[src/rtl/fu_reg_dep_ctrl.sv]
module fu_reg_dep_ctrl #(
  parameter int NUM_REGS = 4,
  parameter int NUM_FU   = 3,
  parameter int NUM_RD   = 2,
  parameter int NUM_WR   = 2
) (
  input  logic                            clk,
  input  logic                            rstN,
  input  logic [NUM_FU-1:0]               issueFu,
  input  logic [NUM_RD-1:0]               rdValid,
  input  logic [NUM_RD*NUM_REGS-1:0]      rdRegSel,
  input  logic [NUM_WR-1:0]               wrValid,
  input  logic [NUM_WR*NUM_REGS-1:0]      wrRegSel,
  input  logic [NUM_FU*NUM_RD-1:0]        rdGrant,
  input  logic [NUM_FU*NUM_WR-1:0]        wrGrant,
  input  logic [NUM_FU-1:0]               cancelFu,
  output logic [NUM_FU*NUM_RD*NUM_REGS-1:0] rdSet,
  output logic [NUM_FU*NUM_RD-1:0]        rdClr,
  output logic [NUM_FU*NUM_WR*NUM_REGS-1:0] wrSet,
  output logic [NUM_FU*NUM_WR-1:0]        wrClr
);
  // Strobes per latch row: a row is one unit and one port, spanning all registers.
  for (genvar f = 0; f < NUM_FU; f++) begin : g_fu
    for (genvar p = 0; p < NUM_RD; p++) begin : g_rd
      localparam int ROW = f*NUM_RD + p;
      assign rdClr[ROW] = rdGrant[ROW] | cancelFu[f];
      assign rdSet[ROW*NUM_REGS +: NUM_REGS] =
        {NUM_REGS{issueFu[f] & rdValid[p]}} & rdRegSel[p*NUM_REGS +: NUM_REGS];
    end
    for (genvar w = 0; w < NUM_WR; w++) begin : g_wr
      localparam int ROW = f*NUM_WR + w;
      assign wrClr[ROW] = wrGrant[ROW] | cancelFu[f];
      assign wrSet[ROW*NUM_REGS +: NUM_REGS] =
        {NUM_REGS{issueFu[f] & wrValid[w]}} & wrRegSel[w*NUM_REGS +: NUM_REGS];
    end
  end

  // issue names at most one unit
  assert_issue_onehot_R11: assert property (@(posedge clk) disable iff (!rstN)
    $onehot0(issueFu));

  for (genvar p = 0; p < NUM_RD; p++) begin : g_chkRd
    // each read-port select is one-hot or zero
    assert_rdsel_onehot_R11: assert property (@(posedge clk) disable iff (!rstN)
      $onehot0(rdRegSel[p*NUM_REGS +: NUM_REGS]));
  end
  for (genvar w = 0; w < NUM_WR; w++) begin : g_chkWr
    // each write-port select is one-hot or zero
    assert_wrsel_onehot_R11: assert property (@(posedge clk) disable iff (!rstN)
      $onehot0(wrRegSel[w*NUM_REGS +: NUM_REGS]));
  end
endmodule

[src/rtl/fu_reg_dep_grid.sv]
module fu_reg_dep_grid #(
  parameter int NUM_REGS = 4,
  parameter int NUM_FU   = 3,
  parameter int NUM_RD   = 2,
  parameter int NUM_WR   = 2
) (
  input  logic                              clk,
  input  logic                              rstN,
  input  logic [NUM_FU*NUM_RD*NUM_REGS-1:0] rdSet,
  input  logic [NUM_FU*NUM_RD-1:0]          rdClr,
  input  logic [NUM_FU*NUM_WR*NUM_REGS-1:0] wrSet,
  input  logic [NUM_FU*NUM_WR-1:0]          wrClr,
  output logic [NUM_REGS-1:0]               rdPendReg,
  output logic [NUM_REGS-1:0]               wrPendReg,
  output logic [NUM_FU*NUM_RD-1:0]          srcReady
);
  localparam int RD_ROWS = NUM_FU*NUM_RD;
  localparam int WR_ROWS = NUM_FU*NUM_WR;
  localparam int RD_BITS = RD_ROWS*NUM_REGS;
  localparam int WR_BITS = WR_ROWS*NUM_REGS;

  logic [RD_BITS-1:0] rdQ, rdClrWide;
  logic [WR_BITS-1:0] wrQ, wrClrWide;
  logic [NUM_REGS-1:0] wrByFu  [NUM_FU];
  logic [NUM_REGS-1:0] wrOther [NUM_FU];

  for (genvar i = 0; i < RD_ROWS; i++) begin : g_rdWide
    assign rdClrWide[i*NUM_REGS +: NUM_REGS] = {NUM_REGS{rdClr[i]}};
  end
  for (genvar i = 0; i < WR_ROWS; i++) begin : g_wrWide
    assign wrClrWide[i*NUM_REGS +: NUM_REGS] = {NUM_REGS{wrClr[i]}};
  end

  // Set-reset latches; the clear term is applied last so it dominates.
  always_ff @(posedge clk or negedge rstN) begin
    if (!rstN) begin
      rdQ <= '0;
      wrQ <= '0;
    end else begin
      rdQ <= (rdQ | rdSet) & ~rdClrWide;
      wrQ <= (wrQ | wrSet) & ~wrClrWide;
    end
  end

  // Column ORs
  always_comb begin
    rdPendReg = '0;
    wrPendReg = '0;
    for (int i = 0; i < RD_ROWS; i++) rdPendReg |= rdQ[i*NUM_REGS +: NUM_REGS];
    for (int i = 0; i < WR_ROWS; i++) wrPendReg |= wrQ[i*NUM_REGS +: NUM_REGS];
  end

  // Registers each unit still has to write, and those written by all other units
  always_comb begin
    for (int f = 0; f < NUM_FU; f++) begin
      wrByFu[f] = '0;
      for (int w = 0; w < NUM_WR; w++) wrByFu[f] |= wrQ[(f*NUM_WR + w)*NUM_REGS +: NUM_REGS];
    end
    for (int f = 0; f < NUM_FU; f++) begin
      wrOther[f] = '0;
      for (int g = 0; g < NUM_FU; g++)
        if (g != f) wrOther[f] |= wrByFu[g];
    end
  end

  always_comb begin
    for (int f = 0; f < NUM_FU; f++)
      for (int p = 0; p < NUM_RD; p++)
        srcReady[f*NUM_RD + p] = ~|(rdQ[(f*NUM_RD + p)*NUM_REGS +: NUM_REGS] & wrOther[f]);
  end

  for (genvar i = 0; i < RD_ROWS; i++) begin : g_rdChk
    // a clear leaves the read row empty whatever was set
    assert_rd_clear_wins_R8: assert property (@(posedge clk) disable iff (!rstN)
      rdClr[i] |=> (rdQ[i*NUM_REGS +: NUM_REGS] == '0));
    // a set without clear is held next cycle
    assert_rd_set_R2: assert property (@(posedge clk) disable iff (!rstN)
      (!rdClr[i] && (rdSet[i*NUM_REGS +: NUM_REGS] != '0)) |=>
      ((rdQ[i*NUM_REGS +: NUM_REGS] & $past(rdSet[i*NUM_REGS +: NUM_REGS]))
        == $past(rdSet[i*NUM_REGS +: NUM_REGS])));
    // without strobes a read row keeps its value
    assert_rd_hold_R5: assert property (@(posedge clk) disable iff (!rstN)
      (!rdClr[i] && (rdSet[i*NUM_REGS +: NUM_REGS] == '0)) |=>
      $stable(rdQ[i*NUM_REGS +: NUM_REGS]));
  end
  for (genvar i = 0; i < WR_ROWS; i++) begin : g_wrChk
    // a write clear empties the row
    assert_wr_clear_R6: assert property (@(posedge clk) disable iff (!rstN)
      wrClr[i] |=> (wrQ[i*NUM_REGS +: NUM_REGS] == '0));
    // a write set without clear is held
    assert_wr_set_R3: assert property (@(posedge clk) disable iff (!rstN)
      (!wrClr[i] && (wrSet[i*NUM_REGS +: NUM_REGS] != '0)) |=>
      ((wrPendReg & $past(wrSet[i*NUM_REGS +: NUM_REGS]))
        == $past(wrSet[i*NUM_REGS +: NUM_REGS])));
  end
endmodule

[src/rtl/fu_reg_dep_matrix.sv]
module fu_reg_dep_matrix #(
  parameter int NUM_REGS = 4,
  parameter int NUM_FU   = 3,
  parameter int NUM_RD   = 2,
  parameter int NUM_WR   = 2
) (
  input  logic                       clk,
  input  logic                       rstN,
  input  logic [NUM_FU-1:0]          issueFu,
  input  logic [NUM_RD-1:0]          rdValid,
  input  logic [NUM_RD*NUM_REGS-1:0] rdRegSel,
  input  logic [NUM_WR-1:0]          wrValid,
  input  logic [NUM_WR*NUM_REGS-1:0] wrRegSel,
  input  logic [NUM_FU*NUM_RD-1:0]   rdGrant,
  input  logic [NUM_FU*NUM_WR-1:0]   wrGrant,
  input  logic [NUM_FU-1:0]          cancelFu,
  output logic [NUM_REGS-1:0]        rdPendReg,
  output logic [NUM_REGS-1:0]        wrPendReg,
  output logic [NUM_FU*NUM_RD-1:0]   srcReady
);
  localparam int RD_BITS = NUM_FU*NUM_RD*NUM_REGS;
  localparam int WR_BITS = NUM_FU*NUM_WR*NUM_REGS;

  logic [RD_BITS-1:0]       rdSet;
  logic [NUM_FU*NUM_RD-1:0] rdClr;
  logic [WR_BITS-1:0]       wrSet;
  logic [NUM_FU*NUM_WR-1:0] wrClr;

  fu_reg_dep_ctrl #(.NUM_REGS(NUM_REGS), .NUM_FU(NUM_FU), .NUM_RD(NUM_RD), .NUM_WR(NUM_WR)) ctrl (
    .clk(clk), .rstN(rstN), .issueFu(issueFu), .rdValid(rdValid), .rdRegSel(rdRegSel),
    .wrValid(wrValid), .wrRegSel(wrRegSel), .rdGrant(rdGrant), .wrGrant(wrGrant),
    .cancelFu(cancelFu), .rdSet(rdSet), .rdClr(rdClr), .wrSet(wrSet), .wrClr(wrClr));

  fu_reg_dep_grid #(.NUM_REGS(NUM_REGS), .NUM_FU(NUM_FU), .NUM_RD(NUM_RD), .NUM_WR(NUM_WR)) grid (
    .clk(clk), .rstN(rstN), .rdSet(rdSet), .rdClr(rdClr), .wrSet(wrSet), .wrClr(wrClr),
    .rdPendReg(rdPendReg), .wrPendReg(wrPendReg), .srcReady(srcReady));

  // a cancel with no matching issue leaves nothing pending for a register
  // that no other unit touches is not expressible here; instead check the port effect:
  // an issued write with no clear on its unit shows as pending next cycle.
  for (genvar f = 0; f < NUM_FU; f++) begin : g_top
    assert_issue_write_pending_R3: assert property (@(posedge clk) disable iff (!rstN)
      (issueFu[f] && !cancelFu[f] && wrValid[0] && !wrGrant[f*NUM_WR]) |=>
      ((wrPendReg & $past(wrRegSel[NUM_REGS-1:0])) == $past(wrRegSel[NUM_REGS-1:0])));
  end
endmodule

[config.mk]
export PLATFORM = sky130hd
export DESIGN_NAME = fu_reg_dep_matrix
export DESIGN_NICKNAME = d
export VERILOG_FILES = /design/src/rtl/fu_reg_dep_ctrl.sv /design/src/rtl/fu_reg_dep_grid.sv /design/src/rtl/fu_reg_dep_matrix.sv
export SDC_FILE = /design/constraint.sdc
export NUM_CORES = 1
export LEC_CHECK = 0
export BUFFER_PORTS_ARGS = -buffer_cell sky130_fd_sc_hd__buf_2
export CORE_MARGIN = 2
export CORE_UTILIZATION = 45
export CTS_CLUSTER_SIZE = 14
export DETAILED_ROUTE_END_ITERATION = 8
export PLACE_DENSITY = 0.69
export SYNTH_ARGS = -nofsm -noshare
export SYNTH_HDL_FRONTEND = slang
export SYNTH_SLANG_ARGS = --single-unit
[constraint.sdc]
create_clock -name clk -period 1.7 [get_ports clk]
set_clock_uncertainty 0.1 [all_clocks]
set_input_delay 0.34 -clock clk [delete_from_list [all_inputs] [get_ports clk]]
set_output_delay 0.34 -clock clk [all_outputs]
set_load 0.01 [all_outputs]
# --- Word level (Yosys, flattened, before mapping) ---
# Cells that the tools add are included.
op_classes:
  n_bitwise: 63
  n_reduce_logical: 12
op_table:
  columns: ["op", "count"]
  rows:
  - ["4-bit bitwise AND", 18]
  - ["4-bit bitwise OR", 15]
  - ["24-bit bitwise AND", 2]
  - ["24-bit NOT", 2]
  - ["24-bit bitwise OR", 2]
  - ["4-bit OR reduction", 6]
  - ["1-bit bitwise AND", 12]
  - ["1-bit bitwise OR", 12]
  - ["1-bit zero test", 6]
word_totals:
  register_bits: 48
  input_bits: 40
  output_inout_bits: 14
  word_cells: 77

# --- Logic depth before layout (Yosys ltp) ---
logic_depth:
  word_depth: 5
  mapped_depth: 4
  ltp_nobuf: 2

# --- Modules after synthesis ---
# From an unflattened synthesis, not the netlist that was laid out.
hier_totals:
  cells_unflattened: 265
  hier_area_um2: 2374.8
modules_own_cells:
  columns: ["mod", "instances", "cells_each", "area_per_inst_um2", "seq_area_each_um2"]
  rows:
  - ["fu_reg_dep_grid", 1, 198, 1934.4, 1201.2]
  - ["fu_reg_dep_ctrl", 1, 67, 440.4, 0.0]

# --- Worst setup path after synthesis ---
# OpenSTA, ideal clock, no wires.
synth_path:
  path_kind: "flip-flop to output port"
  startpoint: "register grid.wrQ[14]"
  endpoint: "output srcReady[4]"
  t_arrival_ns: 1.010
  t_required_ns: 1.260
  setup_slack_ns: 0.250
  stages_incl_launch_ff: 3
  path_buffers: 0
  cell_sequence: "dfrtp_1 > o41ai_1 > o2111a_1"
synth_via:
  elab_chain_len: 5
synth_rtl:
  columns: ["element", "line_no", "text"]
  rows:
  - ["start, declared", "fu_reg_dep_grid.sv:23", "logic [WR_BITS-1:0] wrQ, wrClrWide;"]
  - ["start signal, assigned", "fu_reg_dep_grid.sv:41", "wrQ <= (wrQ | wrSet) & ~wrClrWide;"]
  - ["4-bit bitwise OR", "fu_reg_dep_grid.sv:57", "for (int w = 0; w < NUM_WR; w++) wrByFu[f] |= wrQ[(f*NUM_WR + w)*NUM_REGS +: NUM_REGS];"]
  - ["4-bit bitwise OR", "fu_reg_dep_grid.sv:62", "if (g != f) wrOther[f] |= wrByFu[g];"]
  - ["4-bit bitwise AND", "fu_reg_dep_grid.sv:69", "srcReady[f*NUM_RD + p] = ~|(rdQ[(f*NUM_RD + p)*NUM_REGS +: NUM_REGS] & wrOther[f]);"]
  - ["4-bit OR reduction", "fu_reg_dep_grid.sv:69", null]
  - ["1-bit zero test", "fu_reg_dep_grid.sv:69", null]
  - ["end, declared", "fu_reg_dep_matrix.sv:19", "output logic [NUM_FU*NUM_RD-1:0] srcReady"]
# No other way between the ends.

# --- Final worst setup path ---
layout_path:
  startpoint: "register grid.wrQ[9]"
  endpoint: "output srcReady[0]"
# Same word-level chain as after synthesis.

==> impl_metrics.tcl <==
set metrics [dict create \
    crit_fanout 5 \
    p_leak_nw 1.38 \
    synth_top_area_share_pct 54.6 \
    finalSetupTns_ns -2.51 \
    cts.clk_slew.worst_paths_ns 0.10 \
    synth_top_flop_cell "dfrtp_1" \
    max_freq_mhz 486 \
    clockBufferDepth 2 \
    top_usage_layer "met2" \
    whs_ns 0.123 \
    worstSetupStartpointType "flip-flop" \
    ant_nets 0 \
    start_util_pct 46.5 \
    syn_area_per_cell_um2 10.3 \
    period_share_pct 121 \
    ys_warn_count 0 \
    min_from "rdGrant[5]" \
    max-slew-margin-rel_pct 75.0 \
    reg2reg_depth 4 \
    first_pass_iters 5 \
    syn_nets 253 \
    syn_inst 213 \
    required_ns 1.26 \
    r2r_end "grid.wrQ[18]" \
    drv_cap 0 \
    drt-vias-per-instance 6.67 \
    status "finished with violations" \
    synth_area_mm2 0.00220 \
    path_buf_inv 1 \
    place_ws_ns -0.00936 \
    drive_above_1_share_pct 44.8 \
    antenna_cells 0 \
    nets 316 \
    ir_drop_uv 737 \
    netlist_top_cells_count "a31oi_1, dfrtp_1, nor3_1" \
    clock-sinks 48 \
    synth_edf_count 0 \
    post_drt_wl_per_cell_um 21.7 \
    gr-usage-met3_pct 6.17 \
    drtIter0Drc 296 \
    power.density_mw_per_mm2 875 \
    die_w_um 73.9 \
    vias 2294 \
    worstPathCellList "o41ai_2 -> o2111a_1 -> buf_2" \
    overflow 0 \
    grt.met2_usage_pct 44.3 \
    critPathMaxStageDelay_ns 0.48 \
    slowest_stage "dfrtp_2" \
    final_max_slew_viol_count 0 \
    async_flop_share_pct 100 \
    r2r-start "grid.wrQ[18]" \
    fill_cells 375 \
    cts_tree "yes" \
    setup_violations 12 \
    drt_wl_total_um 7480 \
    rrSetupSlack_ns 0.52 \
    violations "setup timing" \
    clockRootBuffer "clkbuf_8" \
    grt_antenna_before_repair 0 \
    core_area_mm2 0.00472 \
    portBuffers 53 \
    endpoint_kind "output pin" \
    grt_max_degree 49 \
    cp_top_family "compound AO/OA/AOI/OAI gates" \
    ys_seq_area_share_pct 54.6 \
    cp.arrival_ns 1.62 \
    ys_ff_latch 48 \
    areaGrowthSynthToFinish_pct 38.8 \
    dp_hpwl_um 4940 \
    rows 25 \
    cts-buffers-inserted 5 \
    critical_path_class "reg2out" \
    ios 54 \
    cts_max_level 2 \
    drcViolationCount 0 \
    netlist-cell-type-count 16 \
    holdCritPathClass "in2reg" \
    grt_pass1_vias 2083 \
    yosysTopAreaCell "dfrtp_1" \
    tightest_slew_ns 0.375 \
    fin_ws_ns -0.356 \
    finalHoldViolCount 0 \
    grt_use_total_pct 28.7 \
    synth_area_leaders "dfrtp_1, a31oi_1, nor3_1, o41ai_1, o2111a_1" \
    rsz0062_at_grt "yes" \
    fin_crit_ns 2.06 \
    die_y_um 73.9 \
    gp_congestion 0.865 \
    die-area_mm2 0.00546 \
    holdPathStages 2 \
    hold-path-endpoint "grid.rdQ[20]" \
    clk_latency_ns 0.30 \
    met1_usage_pct 40.8 \
    grt_pass1_wl_um 11300 \
]
[area by class of cell]
type	instances	area (um^2)	area share, %
sequential	48	1220	40.1
multi-input combinational	145	1120	36.9
timing repair buffer	72	444	14.6
clock inverter	3	90.1	2.95
tap	67	83.8	2.75
clock buffer	5	68.8	2.26
inverter	4	15.0	0.492
[how the worst max path moves through the flow]
| stage | from | end | slack (ns) | depth (start not counted) |
|---|---|---|---|---|
| 2_1_floorplan | grid.wrQ[14] | srcReady[4] | 0.25 | 2 |
| 3_3_place_gp | grid.wrQ[15] | srcReady[5] | 0.006 | 3 |
| 3_5_place_dp | grid.wrQ[15] | srcReady[5] | -0.009 | 3 |
| 4_1_cts | grid.wrQ[10] | srcReady[5] | -0.27 | 3 |
| 5_1_grt | grid.wrQ[4] | srcReady[2] | -0.43 | 3 |
| 6_report | grid.wrQ[9] | srcReady[0] | -0.36 | 3 |
[cells in the final DEF (no fill, tap or decap)]
master and n:
buf_6 5, o2111a_1 4, nor4_2 3, buf_4 13, buf_12 1, dlygate4sd3_1 1, o41ai_4 2, o41ai_2 16
clkbuf_8 5, bufinv_16 3, nor3_1 48, buf_2 52, inv_1 4, nor4_1 1, nand2_2 1, nand2_1 6
nor2_1 7, and4_1 2, nand3_1 1, o41ai_1 2, dfrtp_2 19, a31oi_1 48, dfrtp_1 29, nor4_4 4
[worst register-to-register path, stage by stage, from the launching register on]
cell and delay [ns]:
dfrtp_2 0.46, buf_6 0.14, buf_4 0.13, a31oi_1 0.14, nor3_1 0.09
[state kept, by name, summed over array words and instances (netlist names)]
name	count
grid.rdQ	24
grid.wrQ	24
[cells by family (layout without fill, tap and decap cells)]
kind of cell,after synthesis,in the layout,share of synthesized area (%)
DFF,48,48,54.6
and+or+nand+nor,73,73,17.2
buffers and inverters,20,84,4.50
AOI/OAI and AO/OA,72,72,23.7
[through the flow]
stage	power (W)	util [%]	std cells	area, um^2
final	0.00267	64.6	344	3050
after global routing	0.00276	64.6	344	3050
after CTS	0.00265	61.9	342	2920
after detailed placement	0.00151	53.9	326	2540
after global placement	0.00151	53.9	326	2540
after floorplan	0.00135	-	213	2200
[what timing repair did]
action,CTS,global route
resized for setup,32,22
hold endpoints to repair,48,0
cloned,0,0
pin swaps,9,10
endpoints found under the setup margin,13,14
hold buffers,1,0
buffers inserted,7,2
[power by group]
part | internal (W) | switching (W) | total, W
Clock | 0.000735 | 0.000391 | 0.00113
Combinational | 0.000135 | 0.000194 | 0.000329
Sequential | 0.00117 | 0.0000483 | 0.00122
[routing by layer]
layer	up-vias	wire, um
li1	997	-
met1	1139	3100
met2	136	3620
met3	22	548
met4	0	212
met5	-	0
Note: power is estimated with default switching activity, not from simulation.
